### config.mk
export PLATFORM = sky130hd
export DESIGN_NAME = fp_round_pack
export DESIGN_NICKNAME = d
export VERILOG_FILES = /design/src/rtl/fprp_pkg.sv /design/src/rtl/fprp_incr.sv /design/src/rtl/fprp_round.sv /design/src/rtl/fprp_pack.sv /design/src/rtl/fprp_stage.sv /design/src/rtl/fp_round_pack.sv
export SDC_FILE = /design/constraint.sdc
export NUM_CORES = 1
export LEC_CHECK = 0
export BUFFER_PORTS_ARGS = -buffer_cell sky130_fd_sc_hd__buf_2
export CORE_AREA = 3 3 128 130
export CTS_CLUSTER_SIZE = 10
export DETAILED_ROUTE_END_ITERATION = 6
export DIE_AREA = 0 0 131 133
export HOLD_SLACK_MARGIN = 0.1
export MAX_ROUTING_LAYER = met4
export PLACE_DENSITY_LB_ADDON = 0.2
export RECOVER_POWER = 100
export SLEW_MARGIN = 25
export SYNTH_ARGS = -nofsm -noshare
export SYNTH_HDL_FRONTEND = slang
export SYNTH_SLANG_ARGS = --single-unit
### constraint.sdc
create_clock -name clk -period 6.2 [get_ports clk]
set_input_delay 0.31 -clock clk [delete_from_list [all_inputs] [get_ports clk]]
set_output_delay 0.31 -clock clk [all_outputs]
set_load 0.01 [all_outputs]
### src/rtl/fprp_pkg.sv
`timescale 1ns/1ps
package fprp_pkg;
  typedef enum logic [2:0] {
    RM_NEAR_EVEN = 3'd0,
    RM_DOWN      = 3'd1,
    RM_UP        = 3'd2,
    RM_ZERO      = 3'd3,
    RM_TIES_AWAY = 3'd4,
    RM_ODD       = 3'd5,
    RM_RSV6      = 3'd6,
    RM_RSV7      = 3'd7
  } rmode_e;

  typedef struct packed {
    logic ovf;
    logic unf;
    logic inx;
  } fp_flags_t;

  function automatic logic is_nearest(rmode_e m);
    return (m == RM_NEAR_EVEN) || (m == RM_RSV6) || (m == RM_RSV7);
  endfunction
endpackage

### src/rtl/fprp_incr.sv
`timescale 1ns/1ps
module fprp_incr #(
  parameter int GRD_W = 10
) (
  input  fprp_pkg::rmode_e   mode,
  input  logic               sign,
  input  logic               lsb,
  output logic [GRD_W-1:0]   inc,
  output logic               even_fix
);
  import fprp_pkg::*;
  localparam logic [GRD_W-1:0] HALF = GRD_W'(1) << (GRD_W-1);
  localparam logic [GRD_W-1:0] FULL = '1;

  always_comb begin
    inc      = '0;
    even_fix = 1'b0;
    unique case (mode)
      RM_DOWN:      inc = sign ? FULL : '0;
      RM_UP:        inc = sign ? '0 : FULL;
      RM_ZERO:      inc = '0;
      RM_TIES_AWAY: inc = HALF;
      RM_ODD:       inc = lsb ? '0 : FULL;
      default: begin
        inc      = HALF;
        even_fix = 1'b1;
      end
    endcase
  end
endmodule

### src/rtl/fprp_round.sv
`timescale 1ns/1ps
module fprp_round #(
  parameter int EXP_W  = 11,
  parameter int FRAC_W = 52,
  parameter int GRD_W  = 10
) (
  input  logic [FRAC_W+GRD_W:0]    sig,
  input  logic signed [EXP_W+1:0]  exp_in,
  input  logic [GRD_W-1:0]         inc,
  input  logic                     even_fix,
  output logic [FRAC_W-1:0]        frac,
  output logic signed [EXP_W+1:0]  exp_out,
  output logic                     inexact
);
  localparam int UP_W = FRAC_W + 1;

  logic [GRD_W-1:0] guard;
  logic [UP_W-1:0]  upper;
  logic [GRD_W:0]   gsum;
  logic             cin;
  logic [UP_W:0]    usum;
  logic             carry;
  logic             tie_hit;
  logic [FRAC_W-1:0] frac_raw;

  assign guard   = sig[GRD_W-1:0];
  assign upper   = sig[FRAC_W+GRD_W:GRD_W];
  assign gsum    = {1'b0, guard} + {1'b0, inc};
  assign cin     = gsum[GRD_W];
  assign usum    = {1'b0, upper} + {{UP_W{1'b0}}, cin};
  assign carry   = usum[UP_W];
  assign tie_hit = even_fix && (gsum[GRD_W-1:0] == '0);
  assign inexact = |guard;

  assign frac_raw = carry ? usum[FRAC_W:1] : usum[FRAC_W-1:0];

  always_comb begin
    frac = frac_raw;
    if (tie_hit) frac[0] = 1'b0;
  end

  assign exp_out = exp_in + $signed({{(EXP_W+1){1'b0}}, carry});
endmodule

### src/rtl/fprp_pack.sv
`timescale 1ns/1ps
module fprp_pack #(
  parameter int EXP_W  = 11,
  parameter int FRAC_W = 52
) (
  input  fprp_pkg::rmode_e          mode,
  input  logic                      sign,
  input  logic signed [EXP_W+1:0]   exp_r,
  input  logic [FRAC_W-1:0]         frac,
  input  logic                      inexact,
  output logic [EXP_W+FRAC_W:0]     word,
  output fprp_pkg::fp_flags_t       flags
);
  import fprp_pkg::*;
  localparam logic signed [EXP_W+1:0] EXP_TOP = (1 <<< EXP_W) - 1;
  localparam logic signed [EXP_W+1:0] EXP_MIN = 1;

  logic ovf, unf, to_inf;

  assign ovf = exp_r >= EXP_TOP;
  assign unf = exp_r < EXP_MIN;
  assign to_inf = is_nearest(mode) || (mode == RM_TIES_AWAY) ||
                  ((mode == RM_UP) && !sign) || ((mode == RM_DOWN) && sign);

  always_comb begin
    flags = '{ovf: 1'b0, unf: 1'b0, inx: inexact};
    word  = {sign, exp_r[EXP_W-1:0], frac};
    if (ovf) begin
      flags.ovf = 1'b1;
      flags.inx = 1'b1;
      if (to_inf) word = {sign, {EXP_W{1'b1}}, {FRAC_W{1'b0}}};
      else        word = {sign, {(EXP_W-1){1'b1}}, 1'b0, {FRAC_W{1'b1}}};
    end else if (unf) begin
      flags.unf = 1'b1;
      flags.inx = 1'b1;
      word = {sign, {(EXP_W+FRAC_W){1'b0}}};
    end
  end
endmodule

### src/rtl/fprp_stage.sv
`timescale 1ns/1ps
module fprp_stage #(
  parameter int DW = 8
) (
  input  logic          clk,
  input  logic          rst_n,
  input  logic          s_valid,
  output logic          s_ready,
  input  logic [DW-1:0] s_data,
  output logic          m_valid,
  input  logic          m_ready,
  output logic [DW-1:0] m_data
);
  assign s_ready = !m_valid || m_ready;

  always_ff @(posedge clk) begin
    if (!rst_n) begin
      m_valid <= 1'b0;
      m_data  <= '0;
    end else if (s_ready) begin
      m_valid <= s_valid;
      if (s_valid) m_data <= s_data;
    end
  end
endmodule

### src/rtl/fp_round_pack.sv
`timescale 1ns/1ps
module fp_round_pack #(
  parameter int EXP_W  = 11,
  parameter int FRAC_W = 52,
  parameter int GRD_W  = 10
) (
  input  logic                         clk,
  input  logic                         rst_n,
  input  logic                         in_valid,
  output logic                         in_ready,
  input  logic                         in_sign,
  input  logic signed [EXP_W+1:0]      in_exp,
  input  logic [FRAC_W+GRD_W:0]        in_sig,
  input  logic [2:0]                   in_mode,
  output logic                         out_valid,
  input  logic                         out_ready,
  output logic [EXP_W+FRAC_W:0]        out_word,
  output logic                         out_ovf,
  output logic                         out_unf,
  output logic                         out_inx
);
  import fprp_pkg::*;
  localparam int WORD_W = EXP_W + FRAC_W + 1;
  localparam int DW     = WORD_W + 3;

  rmode_e                  mode;
  logic [GRD_W-1:0]        inc;
  logic                    even_fix;
  logic [FRAC_W-1:0]       frac;
  logic signed [EXP_W+1:0] exp_r;
  logic                    inexact;
  logic [WORD_W-1:0]       word_d;
  fp_flags_t               flags_d;
  logic [DW-1:0]           q;

  assign mode = rmode_e'(in_mode);

  fprp_incr #(.GRD_W(GRD_W)) u_incr (
    .mode(mode), .sign(in_sign), .lsb(in_sig[GRD_W]),
    .inc(inc), .even_fix(even_fix)
  );

  fprp_round #(.EXP_W(EXP_W), .FRAC_W(FRAC_W), .GRD_W(GRD_W)) u_round (
    .sig(in_sig), .exp_in(in_exp), .inc(inc), .even_fix(even_fix),
    .frac(frac), .exp_out(exp_r), .inexact(inexact)
  );

  fprp_pack #(.EXP_W(EXP_W), .FRAC_W(FRAC_W)) u_pack (
    .mode(mode), .sign(in_sign), .exp_r(exp_r), .frac(frac),
    .inexact(inexact), .word(word_d), .flags(flags_d)
  );

  fprp_stage #(.DW(DW)) u_stage (
    .clk(clk), .rst_n(rst_n),
    .s_valid(in_valid), .s_ready(in_ready), .s_data({word_d, flags_d}),
    .m_valid(out_valid), .m_ready(out_ready), .m_data(q)
  );

  assign out_word = q[DW-1:3];
  assign out_ovf  = q[2];
  assign out_unf  = q[1];
  assign out_inx  = q[0];
endmodule

==> results.txt <==
The buffers plus inverters on the worst setup path is 4, and the DRC violation total after the first TritonRoute iteration is 338. The number of synthesized register bits came out at 68. The fraction of registers with async set/reset was 0; the setup violation total in the final timing report was 0.

The number of max-slew violations in the final report was 69. Die height: 133 um. From left edge to right edge, the die measures 131 um.

The global router's overall resource usage was 0.1850; the overall die area was 0.01742 mm^2. Starting density of the core: 0.2999. The run gives 564 as the number of instances in the synthesized netlist. For the initial antenna violation count, the log shows 3. The clock slew seen by the registers of the worst setup and hold paths is 50 ps. For this run, the detailed router's first-pass iteration total came to 4.

The min-delay analysis places its worst path in the category in -> reg. The family of cells with the greatest summed delay on the critical path was simple AND/OR/NAND/NOR gates. For this run, the top clock speed supported by timing is 0.1745 GHz. The terminating pin of the worst hold path was u_stage.m_valid. The unique cell type count in the Yosys netlist was 57.

The worst register-to-register path has a setup slack of 1900 ps. The number of cells on the worst reg-to-reg path is 8. The leftover overflow at the end of global routing came out at 0.

STA classifies the critical path endpoint as a flip-flop. TritonCTS built the clock tree. Data arrives at the worst endpoint at 5970 ps. The logs give 0 ps for the final setup TNS and 0 for the final hold violation count. In the synthesized netlist the dominant register cell turns out to be sky130_fd_sc_hd__dfxtp_1. The biggest fanout along the worst timing path came out at 29. The routed layout has 4833 vias. At the later pin of the worst-skew pair, clock insertion delay measures 340 ps. The wire length of the first global-routing pass was 24690 um. For this block, the routed nets add up to 15870 um of wire. The core outline area was 0.01526 mm^2; the total nets after synthesis was 663. The detail-routed via count per cell is 5.180, and the mean routed wirelength per cell is 17.01 um. The clock skew after layout was 7.540 ps; the delay of the slowest critical-path stage was 540 ps. For the number of remaining DRC errors, the log shows 0. The leakage power figure is 0.002128 uW. The logs give 468.0 ps for the minimum setup slack in the final design and 45 for the number of standard-cell rows in the floorplan. In this run the most critical hold path is launched from in_valid. The relative slew slack was -1.188. The slowest stage of the critical path belongs to the cell sky130_fd_sc_hd__or4_1.

Number of synthesized flops with an enable pin: 0. The detail route stage leaves a number of antenna-violating nets equal to 0. The sequential fraction of the synthesis area came out at 0.2975. The worst hold path was traced through 3 stages.

The class of the most critical setup path is in -> reg. The share of post-route cells with drive strength above 1 was 0.1739. The number of port buffers was 152; the synthesized area per cell was 8.113 um^2.

Max-cap violation count: 1. The worst path in the final design needs a cycle of 5732 ps, including I/O delays and setup. The tools report the via count of the first global-routing pass as 4638. The tools report the clock sink total as 68.

The most common library cell in the layout ignoring fill and taps was sky130_fd_sc_hd__buf_2. The worst-case IR drop observed on VDD is 152.9 uV. The clock tree synthesis step divided the H-tree into 3 levels. The final reports fail on capacitance limit, slew limit.

The logs give 0 for the number of warning messages in the yosys log and 1671 for the total of fill cells in the finished design. The run finished, with violations left. During I/O placement, the number of pins put on the boundary was 153. The run gives 12340 um as the detailed placer's ending HPWL.

The reg-to-reg critical path startpoint was u_stage.m_valid. The tools report the worst reg2reg path endpoint as u_stage.m_data[53]. For the critical path data required time, the log shows 6440 ps. The most numerous cell type found on the critical path is sky130_fd_sc_hd__ha_1.

The number of clock buffers added by TritonCTS is 9. For the pin with the worst max-slew slack, the measured transition is 3282 ps. The pin count of the biggest net entering global routing came out at 69. The final weighted congestion in routability-driven placement was 0.8861; the count of nets after finishing was 813. The critical path starts at in_mode[0]. In this run the clock root is driven by a sky130_fd_sc_hd__clkbuf_16. The pre-CTS worst setup slack is 46.53 ps. Summing every instance area after synthesis gives 0.004576 mm^2. The library cells used most frequently in the layout, excluding fill and tap cells, are 82 x sky130_fd_sc_hd__buf_2, 75 x sky130_fd_sc_hd__clkbuf_1, 69 x sky130_fd_sc_hd__nor2_1.

The tools report the combined area of the multi-input logic cells as 0.002958 mm^2. The final period utilization works out to 0.9245. The launching element type of the critical path is an input pin.

The power per cell area is 225.9 mW/mm^2. Setup repair after global routing left no endpoint under its margin. No sink is reached through more buffers than the 2 on the longest clock path.

In the final layout, flip-flops and latches occupy 0.001361 mm^2. Synthesis-to-finish area growth: 24.50%.
[cell type report]
type                    instances  area share
diodes                          3    0.001318
clock inverters                 5    0.009225
inverters                      12    0.007907
well taps                     211     0.04634
repair buffers                167      0.1362
clock buffers                  11     0.04085
flip-flops and latches         68      0.2390
multi-input cells             456      0.5192
[flip-flops by register name, summed over array words and instances (netlist names)]
register         flops
u_stage.m_data      67
u_stage.m_valid      1
[worst max-delay path by stage]
stage	cells after the start	slack (ps)	to
3_3_place_gp	26	120	u_stage.m_data[36]
3_5_place_dp	26	50	u_stage.m_data[8]
2_1_floorplan	27	270	u_stage.m_data[8]
6_report	27	470	u_stage.m_data[28]
5_1_grt	27	40	u_stage.m_data[28]
4_1_cts	26	400	u_stage.m_data[8]
[worst reg2reg max path, stage by stage, from the launching register on]
cell	delay (ps)
sky130_fd_sc_hd__dfxtp_1	310
sky130_fd_sc_hd__nand2b_1	120
sky130_fd_sc_hd__and2_2	150
sky130_fd_sc_hd__clkbuf_1	2300
sky130_fd_sc_hd__o31ai_4	320
sky130_fd_sc_hd__buf_6	360
sky130_fd_sc_hd__a31oi_2	160
sky130_fd_sc_hd__buf_4	340
sky130_fd_sc_hd__nor3_1	120
[layer usage]
metal,vias up,GRT usage,wire length [um]
li1,2389,-,-
met1,2261,0.2395,7213
met2,165,0.2785,7197
met3,18,0.04562,1144
met4,0,0.06629,318
met5,-,-,0
[cells in the mapped netlist (2+ instances only)]
| cell | instances | area (um^2) |
|---|---|---|
| sky130_fd_sc_hd__a21oi_1 | 18 | 90.09 |
| sky130_fd_sc_hd__xnor2_1 | 37 | 324.1 |
| sky130_fd_sc_hd__mux2i_1 | 3 | 30.03 |
| sky130_fd_sc_hd__o21ai_0 | 15 | 75.07 |
| sky130_fd_sc_hd__and3_1 | 12 | 75.07 |
| sky130_fd_sc_hd__a211oi_2 | 19 | 237.7 |
| sky130_fd_sc_hd__o211ai_1 | 2 | 15.01 |
| sky130_fd_sc_hd__a21o_1 | 3 | 22.52 |
| sky130_fd_sc_hd__o31ai_1 | 3 | 22.52 |
| sky130_fd_sc_hd__or3_1 | 7 | 43.79 |
| sky130_fd_sc_hd__nor2b_1 | 4 | 25.02 |
| sky130_fd_sc_hd__o21a_1 | 2 | 15.01 |
| sky130_fd_sc_hd__ha_1 | 14 | 175.2 |
| sky130_fd_sc_hd__o22ai_1 | 22 | 137.6 |
| sky130_fd_sc_hd__nor3b_1 | 3 | 22.52 |
| sky130_fd_sc_hd__buf_4 | 3 | 22.52 |
| sky130_fd_sc_hd__a211oi_1 | 15 | 112.6 |
| sky130_fd_sc_hd__or4_1 | 3 | 22.52 |
| sky130_fd_sc_hd__nand2b_1 | 6 | 37.54 |
| sky130_fd_sc_hd__inv_1 | 12 | 45.04 |
| sky130_fd_sc_hd__a31oi_1 | 3 | 18.77 |
| sky130_fd_sc_hd__o2111ai_1 | 2 | 17.52 |
| sky130_fd_sc_hd__and2_1 | 9 | 56.30 |
| sky130_fd_sc_hd__nor3_1 | 40 | 200.2 |
| sky130_fd_sc_hd__nand2_1 | 36 | 135.1 |
| sky130_fd_sc_hd__buf_2 | 4 | 20.02 |
| sky130_fd_sc_hd__dfxtp_1 | 68 | 1361 |
| sky130_fd_sc_hd__nand4_1 | 19 | 118.9 |
| sky130_fd_sc_hd__o221a_2 | 5 | 56.30 |
| sky130_fd_sc_hd__nand3_1 | 24 | 120.1 |
| sky130_fd_sc_hd__buf_6 | 3 | 33.78 |
| sky130_fd_sc_hd__nor2_1 | 70 | 262.8 |
| sky130_fd_sc_hd__and4_1 | 5 | 43.79 |
| sky130_fd_sc_hd__xor2_1 | 25 | 219.0 |
| sky130_fd_sc_hd__clkbuf_1 | 17 | 63.81 |
| sky130_fd_sc_hd__nor4_1 | 10 | 62.56 |
[cell families (layout without fill, tap and decap cells)]
group / Yosys count / in the layout / synth area share
AND/OR/NAND/NOR: 253 / 253 / 0.2781
other: 0 / 3 / 0
XOR/XNOR: 62 / 62 / 0.1187
multiplexers: 4 / 4 / 0.009024
AO/OA/AOI/OAI: 122 / 122 / 0.2125
flip-flops: 68 / 68 / 0.2975
adder cells (fa/ha/maj): 15 / 15 / 0.04266
buffers and inverters: 40 / 195 / 0.04156
[repair_timing]
action,4_1_cts,5_1_grt
hold buffers,0,0
setup buffers,0,0
endpoints found under the setup margin,0,8
gates resized for setup,0,1
[report_power, final]
| group | total [uW] | switching (uW) | internal, uW | leakage (uW) |
|---|---|---|---|---|
| Sequential | 492 | 21.1 | 471 | 0.000561 |
| Combinational | 287 | 174 | 113 | 0.00143 |
| Clock | 507 | 198 | 309 | 0.000139 |
| Total | 1290 | 393 | 894 | 0.00213 |
[through the flow]
step           instances  total power (uW)  utilization  cell area, um^2  hold slack [ps]
2_1_floorplan        564             673.7            -             4576            439.5
3_3_place_gp         914             796.1       0.3652             5572            452.9
3_5_place_dp         914             801.3       0.3652             5572            464.3
4_1_cts              930              1308       0.3838             5857            210.9
5_1_grt              933              1352       0.3734             5697            256.6
6_report             933              1287       0.3734             5697            225.1
Power figures use the tool's default switching activity.
